<file path="config.mk">
export PLATFORM = sky130hd
export DESIGN_NAME = card_status_reg
export DESIGN_NICKNAME = d
export VERILOG_FILES = /design/src/rtl/card_status_reg.sv
export SDC_FILE = /design/constraint.sdc
export NUM_CORES = 1
export LEC_CHECK = 0
export BUFFER_PORTS_ARGS = -buffer_cell sky130_fd_sc_hd__buf_2
export CAP_MARGIN = 5
export CORE_AREA = 2 2 39 41
export DETAILED_ROUTE_END_ITERATION = 8
export DIE_AREA = 0 0 41 43
export GPL_ROUTABILITY_DRIVEN = 0
export GPL_TIMING_DRIVEN = 1
export MAX_ROUTING_LAYER = met4
export PLACE_DENSITY = 0.67
export SLEW_MARGIN = 20
export SYNTH_ARGS = -nofsm -noshare
export SYNTH_HDL_FRONTEND = slang
export SYNTH_SLANG_ARGS = --single-unit
</file>
<file path="constraint.sdc">
create_clock -name clk -period 1.62 [get_ports clk]
set_clock_uncertainty 0.05 [all_clocks]
set_input_delay 0.324 -clock clk [delete_from_list [all_inputs] [get_ports clk]]
set_output_delay 0.324 -clock clk [all_outputs]
set_load 0.1 [all_outputs]
</file>
<file path="src/rtl/card_status_reg.sv">
module card_status_reg #(
  parameter int SYNC_STAGES = 2
) (
  input  logic       clk,
  input  logic       rst_n,
  input  logic       present_i,
  input  logic       io_level_i,
  input  logic       sup_active_i,
  input  logic       ovl_i,
  input  logic       mute_i,
  input  logic       early_i,
  input  logic       active_i,
  input  logic       rd_strobe_i,
  output logic [7:0] status_o,
  output logic       irq_n_o
);
  localparam int MSB = SYNC_STAGES - 1;

  logic [MSB:0]         pres_sync;
  logic                 pres_prev;
  logic [SYNC_STAGES:0] fill;
  logic                 pres_edge;
  logic                 presl, supl, prot, mute, early, por_hold;

  // edge detect only once the synchronizer and its history hold real samples
  assign pres_edge = fill[SYNC_STAGES] & (pres_sync[MSB] ^ pres_prev);

  generate
    if (SYNC_STAGES > 1) begin : g_multi
      always_ff @(posedge clk or negedge rst_n)
        if (!rst_n) pres_sync <= '0;
        else        pres_sync <= {pres_sync[MSB-1:0], present_i};
    end else begin : g_single
      always_ff @(posedge clk or negedge rst_n)
        if (!rst_n) pres_sync <= '0;
        else        pres_sync <= present_i;
    end
  endgenerate

  always_ff @(posedge clk or negedge rst_n) begin
    if (!rst_n) begin
      pres_prev <= 1'b0;
      fill      <= '0;
      presl     <= 1'b0;
      supl      <= 1'b1;
      prot      <= 1'b0;
      mute      <= 1'b0;
      early     <= 1'b0;
      por_hold  <= 1'b1;
    end else begin
      pres_prev <= pres_sync[MSB];
      fill      <= {fill[SYNC_STAGES-1:0], 1'b1};
      presl     <= pres_edge    | (presl & ~rd_strobe_i);
      supl      <= sup_active_i | (supl  & ~rd_strobe_i);
      prot      <= ovl_i        | (prot  & ~rd_strobe_i);
      mute      <= mute_i       | (mute  & ~rd_strobe_i);
      early     <= early_i      | (early & ~rd_strobe_i);
      por_hold  <= por_hold & sup_active_i;
    end
  end

  assign status_o = {active_i, early, mute, prot, supl, io_level_i, presl, pres_sync[MSB]};
  assign irq_n_o  = ~(presl | prot | mute | early | (por_hold & sup_active_i));
endmodule

</file>
# == Word-level counts from Yosys, hierarchy flattened ==
# Cells that the tools add are included.
# Widths: inputs -> output; s select.
# classes
n_lt_le_gt_ge,0
div_mod_pow,0
n_eq_ne,0
mul,0
n_mux,0
addsub,0
reduce_logical,0
shifts,0
bitwise_logic,19
# op_table
op,count
$or 1x1->1,9
$and 1x1->1,7
$not 1->1,2
$xor 1x1->1,1
# word_totals
reg_bits,12
wordCells,28
mem_count,0
mem_bits_rw,0
latchBits,0
input_bits,10
mem_bits_ro,0

# == Depth between registers and ports, before layout ==
# Gate-level depths: netlist (run 1).
# depth
word_depth,5
depth_mapped,2
depth_no_buf,2

# == Worst setup path after synthesis (run 1) ==
# OpenSTA, ideal clock, no wires.
# synth_timing
kind,reg2out
start,register presl
end,output port irq_n_o
path_slack_ps,-889
arrival_time_ps,2135
path_buffers,0
stages_incl_launch_ff,3
required_ps,1246
cell_sequence,dfrtp_1 or4_1 nor2_1
# synth_via
elab_chain_cells,5
# synth_rtl
element,line_no,rtl
from (decl),23,"logic presl, supl, prot, mute, early, por_hold;"
from (signal assigned),53,presl <= pres_edge | (presl & ~rd_strobe_i);
$or 1x1->1 (4 in a row),63,assign irq_n_o = ~(presl | prot | mute | early | (por_hold & sup_active_i));
$not 1->1,63,
to (decl),15,output logic irq_n_o
# Every way passes these cells.

# == Final worst setup path (run 1) ==
# layout_timing
start,register early
end,output port irq_n_o
# layout_via
elab_chain_cells,3
# layout_rtl
element,line_no,rtl
from (decl),23,
from (signal assigned),57,early <= early_i | (early & ~rd_strobe_i);
$or 1x1->1 (2 in a row),63,
$not 1->1,63,
# Every way passes these cells.

==> summary.txt, run 1 <==
Flow run
  • # Max-Cap Violations: 0

Detailed routing
  • Detailed-router iteration count before antenna repair: 4
  • Routed WL: 677 microns
  • Post-DR vias/cell: 4.16
  • Vias: 254
  • Final ANT Viol Nets: 0
  • Wire per inst: 11.1 microns
  • DR iter-0 viols: 1
  • DRC viols: 0

Global route
  • Total GRT Usage: 8.41%
  • First-pass GRT wire length: 855 microns
  • Pin count of the biggest net entering global routing: 13
  • Initial antenna violation count: 0
  • Vias in the first global route: 218
  • Gr ovfl total: 0

Floorplanning
  • I/O pins: 19
  • Die Y-Extent: 43 microns
  • Die Width: 41 microns
  • Initial Util: 31.6%
  • Row count: 14
  • DIE AREA: 1760 sq um
  • Core area: 1380 sq um

STA
  • Final worst setup slack: -0.239 ns
  • Fin crit share: 115%
  • Final Hold Violating Endpoints: 0
  • Minimum clock period: 1.86 ns
  • RSZ-0062 raised after global routing: true
  • Fmax: 538 MHz
  • Final setup viols: 1
  • Final hold slack: 0.105 ns
  • Final Slew Violations: 0

Worst setup path
  • Worst path max stage delay: 0.54 ns
  • Crit path DAT: 1.48 ns
  • Critical path, cell by cell: or4_4 > nor2_4 > buf_12
  • Crit path max-delay cell type: or4_4
  • Peak fanout along the critical path: 2
  • Setup crit start kind: flip-flop
  • Sum of buffers and inverters on the critical path: 1
  • Crit Path Category: reg2out
  • CP required: 1.25 ns
  • Critical path endpoint category: output pin
  • Top delay family on crit path: simple AND/OR/NAND/NOR gates

Yosys
  • Post-synth top area cell: dfrtp_1
  • Synth Instances: 31
  • Post-synthesis net count: 41
  • Top cell type's share of synthesized area: 57.3%
  • Register area share after synthesis: 69.3%
  • Syn Area/Cell: 14.1 sq um
  • Top cells by area, synth: dfrtp_1 (57%), buf_4 (14%), dfstp_2 (12%)
  • Distinct cells, synth: 11
  • Mapped cell area: 437 sq um
  • Yosys warns: 0
  • #FFs+latches synth: 12

Place
  • Dpl hpwl: 500 microns
  • Area after DPL: 508 sq um
  • Port Buf Inserts: 14

Layout
  • # nets final: 56
  • Post-route cell area: 579 sq um
  • Share of cells above drive strength 1: 60.0%
  • Antenna diodes: 0
  • Area Growth Syn to Fin: 32.7%

Pwr
  • Gate power share: 20.6%
  • NetSw: 215 uW
  • Internal Pwr Total: 493 uW
  • Peak supply drop: 0.450 mV
  • PD cells: 1220 nW/um^2
  • Power share of the sequential group: 46.4%
  • Static Leak: 0.287 nW
  • Clock Power Share: 33.0%
  • Sw frac: 30.4%

Clock network
  • H-Tree Level Count: 1
  • Cts bufs inserted: 3
  • TritonCTS clock tree: yes
  • Clock Sinks: 12
  • Maximum clock path buffer count: 2
  • Root buffer cell: clkbuf_4
  • Clk Latency, worst-skew pair: 0.27 ns
  • Worst-path clk slew: 0.07 ns

Worst hold path
  • HP Class: in2reg

Outcome
  • Outcome: complete, but fails checks
  • Failing checks: negative setup slack
-- area by class of cell --
| class | instances | area (sq um) |
|---|---|---|
| tap | 16 | 20.0 |
| clock buffer | 4 | 36.3 |
| sequential | 12 | 303 |
| multi-input combinational | 10 | 81.3 |
| inverter | 1 | 3.75 |
| fill | 124 | 805 |
| timing repair buffer | 18 | 135 |
-- logic make-up after synthesis --
kind of cell | synth area share, %
xor+xnor | 2.01
flops | 69.3
compound gates | 9.17
simple gates | 4.01
buf+inv | 14.6
other cells | 0.859
-- state kept, by name, summed over array words and instances (netlist names) --
name,flops
early,1
fill,3
mute,1
por_hold,1
pres_prev,1
pres_sync,2
presl,1
prot,1
supl,1
-- through the flow --
step | cells | setup slack (ns) | power [mW] | utilization (%) | TNS (ns)
3_3_place_gp | 53 | 0.0294 | 0.469 | 36.7 | 0
4_1_cts | 60 | -0.250 | 0.713 | 41.1 | -0.250
3_5_place_dp | 53 | 0.00785 | 0.471 | 36.7 | 0
6_report | 61 | -0.239 | 0.707 | 41.9 | -0.239
2_1_floorplan | 31 | -0.171 | 0.473 | - | -0.171
5_1_grt | 61 | -0.274 | 0.736 | 41.9 | -0.274
-- placed cells by master (no fill, tap or decap) --
| cell | Yosys | final |
|---|---|---|
| conb_1 | 1 | 1 |
| buf_12 | 0 | 2 |
| xor2_1 | 1 | 1 |
| clkbuf_8 | 0 | 1 |
| clkbuf_4 | 0 | 4 |
| inv_2 | 1 | 1 |
| or4_4 | 0 | 1 |
| buf_2 | 0 | 11 |
| dfrtp_1 | 10 | 10 |
| a21o_1 | 4 | 4 |
| and2_1 | 1 | 1 |
| a22o_2 | 1 | 1 |
| dfstp_2 | 2 | 2 |
| buf_4 | 8 | 3 |
| nor2_4 | 0 | 1 |
| dlygate4sd3_1 | 0 | 1 |
-- layer usage --
metal,global-route usage [%],up-vias,routed length [microns]
met5,-,-,0
met4,6.00,0,0
met3,4.71,0,73
met2,11.6,15,322
li1,-,121,-
met1,8.62,118,280
-- power by group through the flow --
stage          Sequential [mW]  Clock (mW)  Combinational (mW)
2_1_floorplan            0.332           0               0.141
3_3_place_gp             0.334           0               0.135
3_5_place_dp             0.335           0               0.136
4_1_cts                  0.329       0.241               0.143
5_1_grt                  0.330       0.255               0.152
6_report                 0.328       0.234               0.146
-- what timing repair did --
item / CTS / global route
buffers inserted: 2 / 1
pin swaps: 1 / 0
resized for setup: 0 / 1
endpoints found under the setup margin: 1 / 1
cloned: 0 / 0
hold endpoints to repair: 10 / 0
hold buffers: 1 / 0
-- worst reg2reg max path, delay by kind of cell, from the launching register on --
kind | cells | cell delay (ns)
flip-flops | 1 | 0.38
AO/OA/AOI/OAI | 1 | 0.16
buffers and inverters | 2 | 0.26
-- Yosys cell counts --
library cell and count:
xor2_1 1, inv_2 1, buf_4 8, conb_1 1, or4_1 1, and2_1 1, a21o_1 4, nor2_1 1
a22o_2 1, dfrtp_1 10, dfstp_2 2
-- final timing paths --
kind	startpoint	to	slack, ns	cells after the start
max	early	irq_n_o	-0.24	3
max in group asynchronous	rst_n	por_hold	0.85	2
min	present_i	pres_sync[0]	0.10	1
max reg2reg	early	early	0.67	3
min reg2reg	pres_sync[0]	pres_sync[1]	0.30	0
min in group asynchronous	rst_n	pres_sync[0]	0.40	2
Note: power is estimated with default switching activity, not from simulation.
==> inputs of run 2 (changes only) <==
Settings changed: GPL_TIMING_DRIVEN 1 to 0.
==> summary.txt, run 2 (synthesis results as in run 1) <==
Outcome
  • Outcome: complete, but fails checks
  • Failing checks: negative setup slack

Global route
  • Total GRT Usage: 7.90% (-0.51 points)
  • Initial antenna violation count: 0 (unchanged)
  • Gr ovfl total: 0 (unchanged)
  • First-pass GRT wire length: 869 microns (+1.6%)
  • Vias in the first global route: 220 (+0.92%)
  • Pin count of the biggest net entering global routing: 13 (unchanged)

Worst setup path
  • Critical path endpoint category: output pin
  • CP required: 1.25 ns (about the same)
  • CP Launch Point: early
  • Setup crit start kind: flip-flop
  • Flop2flop setup slack: 0.68 ns (about the same)
  • Crit Path Category: reg2out
  • Peak fanout along the critical path: 2 (unchanged)
  • Worst r2r src: pres_sync[1]
  • Crit path DAT: 1.48 ns (about the same)

Layout
  • # nets final: 65 (+16%)
  • Most flops, register: fill
  • Most common cell after layout, fill and taps aside: buf_2
  • Share of cells above drive strength 1: 66.7% (+6.7 points)
  • Post-Layout Cell Count: 70 (+15%)
  • Commonest cells after routing, fill and taps aside: buf_2 (12), buf_4 (11), dfrtp_1 (10)
  • Number of flip-flops in the largest register: 3 (unchanged)
  • Area Growth Syn to Fin: 44.7%
  • FF/Latch Area: 303 sq um (unchanged)
  • Multi-input gate area: 81.3 sq um (unchanged)
  • Fillcell total: 125 (+0.81%)
  • Post-route cell area: 632 sq um (+9.1%)
  • Biggest regs: fill x3, pres_sync x2
  • Antenna diodes: 0 (unchanged)

STA
  • RSZ-0062 raised after global routing: true
  • Fin crit share: 115% (about the same)
  • Final worst setup slack: -0.238 ns (+0.000825 ns)
  • Final Hold Violating Endpoints: 0 (unchanged)
  • Final setup viols: 1 (unchanged)
  • Minimum clock period: 1.86 ns (-0.000825 ns)
  • Final Slew Violations: 0 (unchanged)
  • Fmax: 538 MHz (about the same)

Floorplanning
  • DIE AREA: 1760 sq um (unchanged)
  • Die Y-Extent: 43 microns (unchanged)
  • Core area: 1380 sq um (unchanged)
  • Die Width: 41 microns (unchanged)
  • I/O pins: 19 (unchanged)
  • Row count: 14 (unchanged)
  • Initial Util: 31.6% (unchanged)

Pwr
  • Power share of the sequential group: 44.9% (-1.5 points)
  • Internal Pwr Total: 504 uW (+2.4%)
  • Sw frac: 31.0% (+0.65 points)
  • Gate power share: 24.6% (+4.0 points)
  • Clock Power Share: 30.5% (-2.5 points)
  • Overall Power: 731 uW (+3.3%)
  • Static Leak: 0.324 nW (+13%)
  • Peak supply drop: 0.464 mV (+3.0%)
  • PD cells: 1160 nW/um^2 (-5.3%)
  • NetSw: 227 uW (+5.5%)

Detailed routing
  • DRC viols: 0 (unchanged)
  • Detailed-router iteration count before antenna repair: 1 (-3)
  • Vias: 278 (+9.4%)
  • Wire per inst: 9.60 microns (-14%)
  • DR iter-0 viols: 0 (-1)
  • Final ANT Viol Nets: 0 (unchanged)
  • Post-DR vias/cell: 3.97 (-4.6%)
  • Routed WL: 672 microns (-0.74%)

Place
  • Post-Place Cells: 63 (+19%)
  • Dpl hpwl: 491 microns (-1.8%)
  • Port Buf Inserts: 16 (+2)
  • Area after DPL: 548 sq um (+7.9%)

Clock network
  • Cts bufs inserted: 3 (unchanged)
  • Root buffer cell: clkbuf_4
  • Maximum clock path buffer count: 2 (unchanged)
  • Worst-path clk slew: 0.07 ns (about the same)
  • Clk Latency, worst-skew pair: 0.26 ns (about the same)
  • Clock Sinks: 12 (unchanged)
  • H-Tree Level Count: 1 (unchanged)
  • TritonCTS clock tree: yes

Flow run
  • # Max-Cap Violations: 0 (unchanged)

Worst hold path
  • HP Class: in2reg
  • Hold path startpoint: present_i
run 2: cell types whose count changed in the layout (fill, tap and decap cells not counted), sizes merged:
cell    change
clkbuf      +1
buf         +8
run 2: stage by stage:
| stage | hold slack [ns] | setup TNS (ns) | util [%] | setup WS [ns] |
|---|---|---|---|---|
| floorplan | -0.0216 | -0.171 | - | -0.171 |
| global placement | 0.152 | -0.200 | 39.6 | -0.200 |
| detailed placement | 0.159 | -0.202 | 39.6 | -0.202 |
| CTS | 0.106 | -0.244 | 45.3 | -0.244 |
| global route | 0.0950 | -0.290 | 45.7 | -0.290 |
| finish | 0.118 | -0.238 | 45.7 | -0.238 |
run 2: area by class of cell:
type	instances	share of cell area [%]
clock buffers	4	5.74
multi-input cells	10	12.9
well taps	16	3.17
plain buffers	8	9.50
flip-flops and latches	12	47.9
inverters	1	0.594
repair buffers	19	20.2
run 2: worst paths after layout:
check / end / cells past startpoint
setup / recovery: irq_n_o / 3
hold / removal: pres_sync[0] / 1
setup reg to reg: presl / 2
hold reg to reg: fill[1] / 0
max in group asynchronous: supl / 2
min in group asynchronous: pres_prev / 2
run 2: critical path: stages, from the launching register on:
cell     delay (ns)
dfrtp_1        0.38
or4_4          0.55
nor2_4         0.11
buf_12         0.18
run 2: repair_timing:
item,CTS,global route
endpoints found under the hold margin,10,0
pin swaps,1,0
resized for setup,5,2
setup endpoints to repair,2,3
buffers inserted,2,0
hold buffers,1,0
run 2: per-layer routing:
metal / wire length [microns] / vias to the layer above / track usage, %
li1: - / 138 / -
met1: 301 / 125 / 8.33
met2: 311 / 15 / 12.2
met3: 59 / 0 / 3.14
met4: 0 / 0 / 4.00
met5: 0 / - / -
run 2: power groups by stage:
stage / combinational (mW) / sequential [mW] / clock (mW)
floorplan: 0.141 / 0.332 / 0
global placement: 0.168 / 0.334 / 0
detailed placement: 0.169 / 0.335 / 0
CTS: 0.179 / 0.328 / 0.233
global route: 0.188 / 0.330 / 0.250
finish: 0.180 / 0.328 / 0.223
